## src/rtl/irq_agg_pkg.sv

```systemverilog
package irq_agg_pkg;
  localparam int CAUSE_W   = 6;
  localparam int DATA_W    = 8;
  localparam int ADDR_W    = 8;
  localparam int IDX_RSTDN = 5;
  localparam int IDX_NACK  = 4;
  localparam int IDX_GPIO  = 3;
  localparam int IDX_CERR  = 2;
  localparam int IDX_WTO   = 1;
  localparam int IDX_LTO   = 0;

  typedef enum logic [1:0] {
    CLR_NONE  = 2'd0,
    CLR_WRITE = 2'd1,
    CLR_MONRD = 2'd2
  } clr_kind_e;

  function automatic clr_kind_e clr_kind_of(input int idx);
    return (idx == IDX_GPIO) ? CLR_MONRD : CLR_WRITE;
  endfunction
endpackage

```

## src/rtl/irq_rst_sync.sv

```systemverilog
module irq_rst_sync #(
  parameter int STAGES = 2
) (
  input  logic clk,
  input  logic rst_n,
  output logic rst_sync_n
);
  logic [STAGES-1:0] sync_q;
  logic [STAGES-1:0] sync_d;

  always_comb begin
    sync_d = {sync_q[STAGES-2:0], 1'b1};
  end

  always_ff @(posedge clk or negedge rst_n) begin
    if (!rst_n) sync_q <= '0;
    else        sync_q <= sync_d;
  end

  assign rst_sync_n = sync_q[STAGES-1];
endmodule

```

## src/rtl/irq_bus_decode.sv

```systemverilog
module irq_bus_decode
  import irq_agg_pkg::*;
#(
  parameter logic [ADDR_W-1:0] CAUSE_ADDR  = 8'h02,
  parameter logic [ADDR_W-1:0] MASK_ADDR   = 8'h03,
  parameter logic [ADDR_W-1:0] GPMON_ADDR  = 8'h41
) (
  input  logic               clk,
  input  logic               rst_n_i,
  input  logic [ADDR_W-1:0]  bus_addr,
  input  logic               bus_wr,
  input  logic               bus_rd,
  input  logic [CAUSE_W-1:0] cause_q,
  input  logic [CAUSE_W-1:0] mask_q,
  output logic               cause_wr_clr,
  output logic               mask_wr,
  output logic               gpmon_rd,
  output logic [DATA_W-1:0]  bus_rdata
);
  localparam int PAD_W = DATA_W - CAUSE_W;

  logic hit_cause, hit_mask, hit_gpmon;

  always_comb begin
    hit_cause    = (bus_addr == CAUSE_ADDR);
    hit_mask     = (bus_addr == MASK_ADDR);
    hit_gpmon    = (bus_addr == GPMON_ADDR);
    cause_wr_clr = bus_wr & hit_cause;
    mask_wr      = bus_wr & hit_mask;
    gpmon_rd     = bus_rd & hit_gpmon;
  end

  always_comb begin
    bus_rdata = '0;
    if (hit_cause)     bus_rdata = {{PAD_W{1'b0}}, cause_q};
    else if (hit_mask) bus_rdata = {{PAD_W{1'b0}}, mask_q};
  end

  assert_pad_zero_R5: assert property (@(posedge clk) disable iff (!rst_n_i)
    bus_rdata[DATA_W-1:CAUSE_W] == '0);

  assert_unmapped_zero_R5: assert property (@(posedge clk) disable iff (!rst_n_i)
    (!hit_cause && !hit_mask) |-> (bus_rdata == '0));
endmodule

```

## src/rtl/irq_cause_bit.sv

```systemverilog
module irq_cause_bit
  import irq_agg_pkg::*;
#(
  parameter clr_kind_e CLR_KIND = CLR_WRITE
) (
  input  logic clk,
  input  logic rst_n_i,
  input  logic evt,
  input  logic cause_wr_clr,
  input  logic gpmon_rd,
  output logic cause_q
);
  logic clr_en;
  logic cause_d;
  logic upd_en;

  generate
    if (CLR_KIND == CLR_WRITE) begin : g_wr_clear
      assign clr_en = cause_wr_clr;
    end else if (CLR_KIND == CLR_MONRD) begin : g_rd_clear
      assign clr_en = gpmon_rd;
    end else begin : g_no_clear
      assign clr_en = 1'b0;
    end
  endgenerate

  always_comb begin
    upd_en  = evt | clr_en;
    cause_d = cause_q;
    if (evt)         cause_d = 1'b1;
    else if (clr_en) cause_d = 1'b0;
  end

  always_ff @(posedge clk or negedge rst_n_i) begin
    if (!rst_n_i)    cause_q <= 1'b0;
    else if (upd_en) cause_q <= cause_d;
  end

  assert_sticky_R2: assert property (@(posedge clk) disable iff (!rst_n_i)
    (cause_q && !clr_en) |=> cause_q);

  assert_evt_wins_R9: assert property (@(posedge clk) disable iff (!rst_n_i)
    evt |=> cause_q);

  generate
    if (CLR_KIND == CLR_WRITE) begin : g_chk_wr
      assert_write_clears_R3: assert property (@(posedge clk) disable iff (!rst_n_i)
        (cause_wr_clr && !evt) |=> !cause_q);
      assert_ignores_monrd_R10: assert property (@(posedge clk) disable iff (!rst_n_i)
        (cause_q && !cause_wr_clr) |=> cause_q);
    end else if (CLR_KIND == CLR_MONRD) begin : g_chk_rd
      assert_monrd_clears_R4: assert property (@(posedge clk) disable iff (!rst_n_i)
        (gpmon_rd && !evt) |=> !cause_q);
      assert_ignores_write_R4: assert property (@(posedge clk) disable iff (!rst_n_i)
        (cause_q && !gpmon_rd) |=> cause_q);
    end
  endgenerate
endmodule

```

## src/rtl/irq_mask_reg.sv

```systemverilog
module irq_mask_reg
  import irq_agg_pkg::*;
(
  input  logic               clk,
  input  logic               rst_n_i,
  input  logic               mask_wr,
  input  logic [DATA_W-1:0]  wdata,
  output logic [CAUSE_W-1:0] mask_q
);
  logic [CAUSE_W-1:0] mask_d;

  always_comb begin
    mask_d = wdata[CAUSE_W-1:0];
  end

  always_ff @(posedge clk or negedge rst_n_i) begin
    if (!rst_n_i)     mask_q <= '0;
    else if (mask_wr) mask_q <= mask_d;
  end

  assert_mask_store_R6: assert property (@(posedge clk) disable iff (!rst_n_i)
    mask_wr |=> (mask_q == $past(wdata[CAUSE_W-1:0])));

  assert_mask_hold_R6: assert property (@(posedge clk) disable iff (!rst_n_i)
    !mask_wr |=> $stable(mask_q));
endmodule

```

## src/rtl/irq_cause_mask.sv

```systemverilog
module irq_cause_mask
  import irq_agg_pkg::*;
#(
  parameter logic [ADDR_W-1:0] CAUSE_ADDR = 8'h02,
  parameter logic [ADDR_W-1:0] MASK_ADDR  = 8'h03,
  parameter logic [ADDR_W-1:0] GPMON_ADDR = 8'h41,
  parameter int                SYNC_STG   = 2
) (
  input  logic               clk,
  input  logic               rst_n,
  input  logic [ADDR_W-1:0]  bus_addr,
  input  logic               bus_wr,
  input  logic [DATA_W-1:0]  bus_wdata,
  input  logic               bus_rd,
  output logic [DATA_W-1:0]  bus_rdata,
  input  logic [CAUSE_W-1:0] evt_pulse,
  output logic               irq_out
);
  logic               rst_n_i;
  logic               cause_wr_clr;
  logic               mask_wr;
  logic               gpmon_rd;
  logic [CAUSE_W-1:0] cause_q;
  logic [CAUSE_W-1:0] mask_q;
  logic [CAUSE_W-1:0] armed;

  irq_rst_sync #(.STAGES(SYNC_STG)) u_rst_sync (
    .clk        (clk),
    .rst_n      (rst_n),
    .rst_sync_n (rst_n_i)
  );

  irq_bus_decode #(
    .CAUSE_ADDR (CAUSE_ADDR),
    .MASK_ADDR  (MASK_ADDR),
    .GPMON_ADDR (GPMON_ADDR)
  ) u_decode (
    .clk          (clk),
    .rst_n_i      (rst_n_i),
    .bus_addr     (bus_addr),
    .bus_wr       (bus_wr),
    .bus_rd       (bus_rd),
    .cause_q      (cause_q),
    .mask_q       (mask_q),
    .cause_wr_clr (cause_wr_clr),
    .mask_wr      (mask_wr),
    .gpmon_rd     (gpmon_rd),
    .bus_rdata    (bus_rdata)
  );

  generate
    for (genvar gi = 0; gi < CAUSE_W; gi++) begin : g_cause
      irq_cause_bit #(.CLR_KIND(clr_kind_of(gi))) u_bit (
        .clk          (clk),
        .rst_n_i      (rst_n_i),
        .evt          (evt_pulse[gi]),
        .cause_wr_clr (cause_wr_clr),
        .gpmon_rd     (gpmon_rd),
        .cause_q      (cause_q[gi])
      );
    end
  endgenerate

  irq_mask_reg u_mask (
    .clk     (clk),
    .rst_n_i (rst_n_i),
    .mask_wr (mask_wr),
    .wdata   (bus_wdata),
    .mask_q  (mask_q)
  );

  always_comb begin
    armed   = cause_q & mask_q;
    irq_out = |armed;
  end

  assert_irq_needs_mask_R7: assert property (@(posedge clk) disable iff (!rst_n_i)
    irq_out |-> (mask_q != '0));

  assert_irq_needs_cause_R7: assert property (@(posedge clk) disable iff (!rst_n_i)
    irq_out |-> (cause_q != '0));

  assert_unmasked_evt_irq_R8: assert property (@(posedge clk) disable iff (!rst_n_i)
    ((evt_pulse & mask_q) != '0 && !mask_wr) |=> irq_out);

  always_comb begin
    if (!rst_n_i) begin
      assert_reset_clear_R1: assert (cause_q == '0 && mask_q == '0);
    end
  end
endmodule

```

## config.mk

```make
export PLATFORM = sky130hd
export DESIGN_NAME = irq_cause_mask
export DESIGN_NICKNAME = d
export VERILOG_FILES = /design/src/rtl/irq_agg_pkg.sv /design/src/rtl/irq_rst_sync.sv /design/src/rtl/irq_bus_decode.sv /design/src/rtl/irq_cause_bit.sv /design/src/rtl/irq_mask_reg.sv /design/src/rtl/irq_cause_mask.sv
export SDC_FILE = /design/constraint.sdc
export NUM_CORES = 1
export LEC_CHECK = 0
export BUFFER_PORTS_ARGS = -buffer_cell sky130_fd_sc_hd__buf_2
export CORE_UTILIZATION = 35
export DETAILED_ROUTE_END_ITERATION = 7
export GPL_TIMING_DRIVEN = 0
export PLACE_DENSITY = 0.74
export SLEW_MARGIN = 40
export SYNTH_ARGS = -nofsm -noshare
export SYNTH_HDL_FRONTEND = slang
export SYNTH_SLANG_ARGS = --single-unit
```

## constraint.sdc

```tcl
create_clock -name clk -period 2.5 [get_ports clk]
set_clock_uncertainty 0.15 [all_clocks]
set_input_delay 0.125 -clock clk [delete_from_list [all_inputs] [get_ports clk]]
set_output_delay 0.125 -clock clk [all_outputs]
set_load 0.02 [all_outputs]
```

==> results_dict.tcl <==
set metrics [dict create \
    crit_type "primary input to flop" \
    power_density_nw_per_um2 437 \
    clockBufferDepth 2 \
    period_share_pct 65.7 \
    syn_avg_cell_area_um2 12.7 \
    top_layer "met3" \
    setup_tns_ns 0 \
    cts_resized 0 \
    synth_edf_count 0 \
    cts.sinks 14 \
    fin_area_um2 1100 \
    cts_tree "done" \
    synth_cell_types 17 \
    antenna_found_initial 0 \
    rsz0062_at_grt "false" \
    max_freq_mhz 609 \
    yosys-top-cells-area "dfrtp_1 49%, mux2_4 12%, a22oi_1 9.4%, a21o_1 5.2%, nor4b_4 3.3%" \
    die_h_um 47.4 \
    postPlaceCellArea_um2 910 \
    ant_nets 0 \
    grt_pass1_wl_um 2360 \
    wl_met2_um 819 \
    synth_common_cells "14 x dfrtp_1, 9 x a22oi_1, 6 x mux2_4, 6 x nor2_1, 5 x a21o_1" \
    power.internal_mw 0.368 \
    ys.flop_type "dfrtp_1" \
    netlist_area_um2 722 \
    gr-total-overflow 0 \
    drt-total-wl_um 1620 \
    post-route-min-period_ns 1.64 \
    synthCells 57 \
    path_cells "buf_2 -> or4_1 -> o31ai_1 -> nand2b_1 -> dlygate4sd3_1" \
    drv_slew 0 \
    dr.pass1.iters 4 \
    clk_latency_ns 0.28 \
    hold_path_class "flop to asynchronous set/reset pin" \
    synth_largest_area_cell "dfrtp_1" \
    drtIter0Drc 10 \
    power_switching_mw 0.111 \
    rows 16 \
    ys_ff_latch 14 \
    place_congestion 0.747 \
    async_flop_share_pct 100 \
    clkTransAtPathRegs_ns 0.09 \
    setup_viol 0 \
    route.detailed.drc 0 \
    layoutNonFillerInstCount 134 \
    clkPwrFrac_pct 33.4 \
    maxCapViolCount 0 \
    cellLeakagePower_nw 0.499 \
    vdd_ir_drop_max_v 0.000351 \
    area_growth_pct 51.8 \
    antenna_cells 0 \
    cp_max_fo 3 \
    synth_top_area_share_pct 48.5 \
    dieArea_um2 2250 \
    vias 625 \
    dp_slack_ns 0.947 \
    grt_use_total_pct 15.8 \
    pwr-share-comb_pct 16.4 \
    cts-root-buf "clkbuf_4" \
    synth_most_common_cell "dfrtp_1" \
    avgRoutedWirePerCell_um 12.1 \
    port_buffers 30 \
    nets 134 \
    p_sw_share_pct 23.2 \
    run_status "complete, no violations" \
    critical_path.startpoint_type "primary input" \
    layout_setup_ws_ns 0.859 \
    crit_path_max_incr_delay_ns 0.56 \
    die_w_um 47.4 \
    cts_buffers 3 \
    required_ns 2.51 \
    utilization_pct 56.4 \
    dp_hpwl_um 1160 \
    core-area_um2 1940 \
    ys_warn_count 0 \
    finalHoldViolations 0 \
    end_kind "flop" \
    grt_pass1_vias 562 \
    placedCellCount 115 \
    wl_met3_um 67 \
    drt-met1-wl_um 730 \
    cp.arrival_ns 1.66 \
    nFillCells 176 \
    grt_start_max_net_pins 13 \
    cp_slowest_cell "dlygate4sd3_1" \
    power_frac_seq_pct 50.2 \
    initial_utilization_pct 37.2 \
    yosysSeqAreaShare_pct 48.5 \
    drive_above_1_share_pct 43.0 \
    vias_per_cell 4.66 \
    cts_htree_levels 1 \
    io_pins 35 \
]
==> through the flow <==
| stage | hold slack, ns | power, mW |
|---|---|---|
| 2_1_floorplan | -0.321 | 0.274 |
| 3_3_place_gp | -0.240 | 0.306 |
| 3_5_place_dp | -0.238 | 0.307 |
| 4_1_cts | 0.0547 | 0.484 |
| 5_1_grt | 0.0909 | 0.502 |
| 6_report | 0.0427 | 0.479 |
==> routing by layer <==
metal	track usage, %	up-vias
li1	-	311
met1	19.9	293
met2	27.1	21
met3	1.13	0
met4	8.57	0
met5	0	-
==> worst max-delay path: cells and delay by family <==
kind | cells | cell delay [ns]
and+or+nand+nor | 2 | 0.60
AOI/OAI and AO/OA | 1 | 0.26
buffers and inverters | 2 | 0.68
==> layout by cell type (no fill, tap or decap) <==
cell type,n
buf_2,30
dlygate4sd3_1,15
dfrtp_1,14
a22oi_1,9
nor2_1,6
mux2_4,6
a21o_1,5
buf_4,3
conb_1,3
clkbuf_4,3
or4_1,2
nand3_1,2
clkbuf_1,1
nor4bb_1,1
nor4b_4,1
nor4_4,1
nand3_4,1
nand4b_1,1
o31ai_1,1
nand2b_1,1
clkbuf_8,1
==> layout make-up <==
cell class | count | area [µm²] | share of cell area (%)
tap | 27 | 33.8 | 3.08
buffer | 4 | 26.3 | 2.40
timing repair buffer | 45 | 300 | 27.4
sequential | 14 | 350 | 32.0
multi-input combinational | 40 | 349 | 31.8
clock buffer | 4 | 36.3 | 3.31
==> power groups by stage <==
stage	Sequential, mW	Combinational (mW)	Clock, mW
2_1_floorplan	0.243	0.0315	0
5_1_grt	0.242	0.0862	0.174
6_report	0.240	0.0786	0.160
3_5_place_dp	0.245	0.0620	0
3_3_place_gp	0.245	0.0607	0
4_1_cts	0.241	0.0787	0.164
==> cell families after synthesis <==
group / count (synthesis) / share of synthesized area [%]
muxes: 6 / 12.5
AOI/OAI and AO/OA: 15 / 15.6
DFF: 14 / 48.5
buffers and inverters: 4 / 3.64
and+or+nand+nor: 16 / 18.7
other: 2 / 1.04
==> registers in the layout, summed over array words and instances (netlist names) <==
name                   count
u_rst_sync.sync_q          2
g_cause.u_bit.cause_q      6
u_mask.mask_q              6
==> timing repair <==
item | in CTS | in global routing
hold buffers | 15 | 0
setup endpoints to repair | 0 | 0
endpoints found under the hold margin | 14 | 0
setup buffers | 0 | 0
==> worst paths after layout <==
check	from	end	slack [ns]	cells after the start
max	bus_addr[7]	g_cause[3].u_bit.cause_q	0.86	5
min in group clk	bus_wr	u_mask.mask_q[3]	0.14	3
min	u_rst_sync.sync_q[1]	g_cause[4].u_bit.cause_q	0.04	0
min reg2reg	u_rst_sync.sync_q[1]	g_cause[4].u_bit.cause_q	0.04	0
max reg2reg	g_cause[3].u_bit.cause_q	g_cause[3].u_bit.cause_q	1.10	3
max in group asynchronous	rst_n	u_rst_sync.sync_q[1]	1.54	3
No activity file was read; power rests on OpenSTA's default activity.
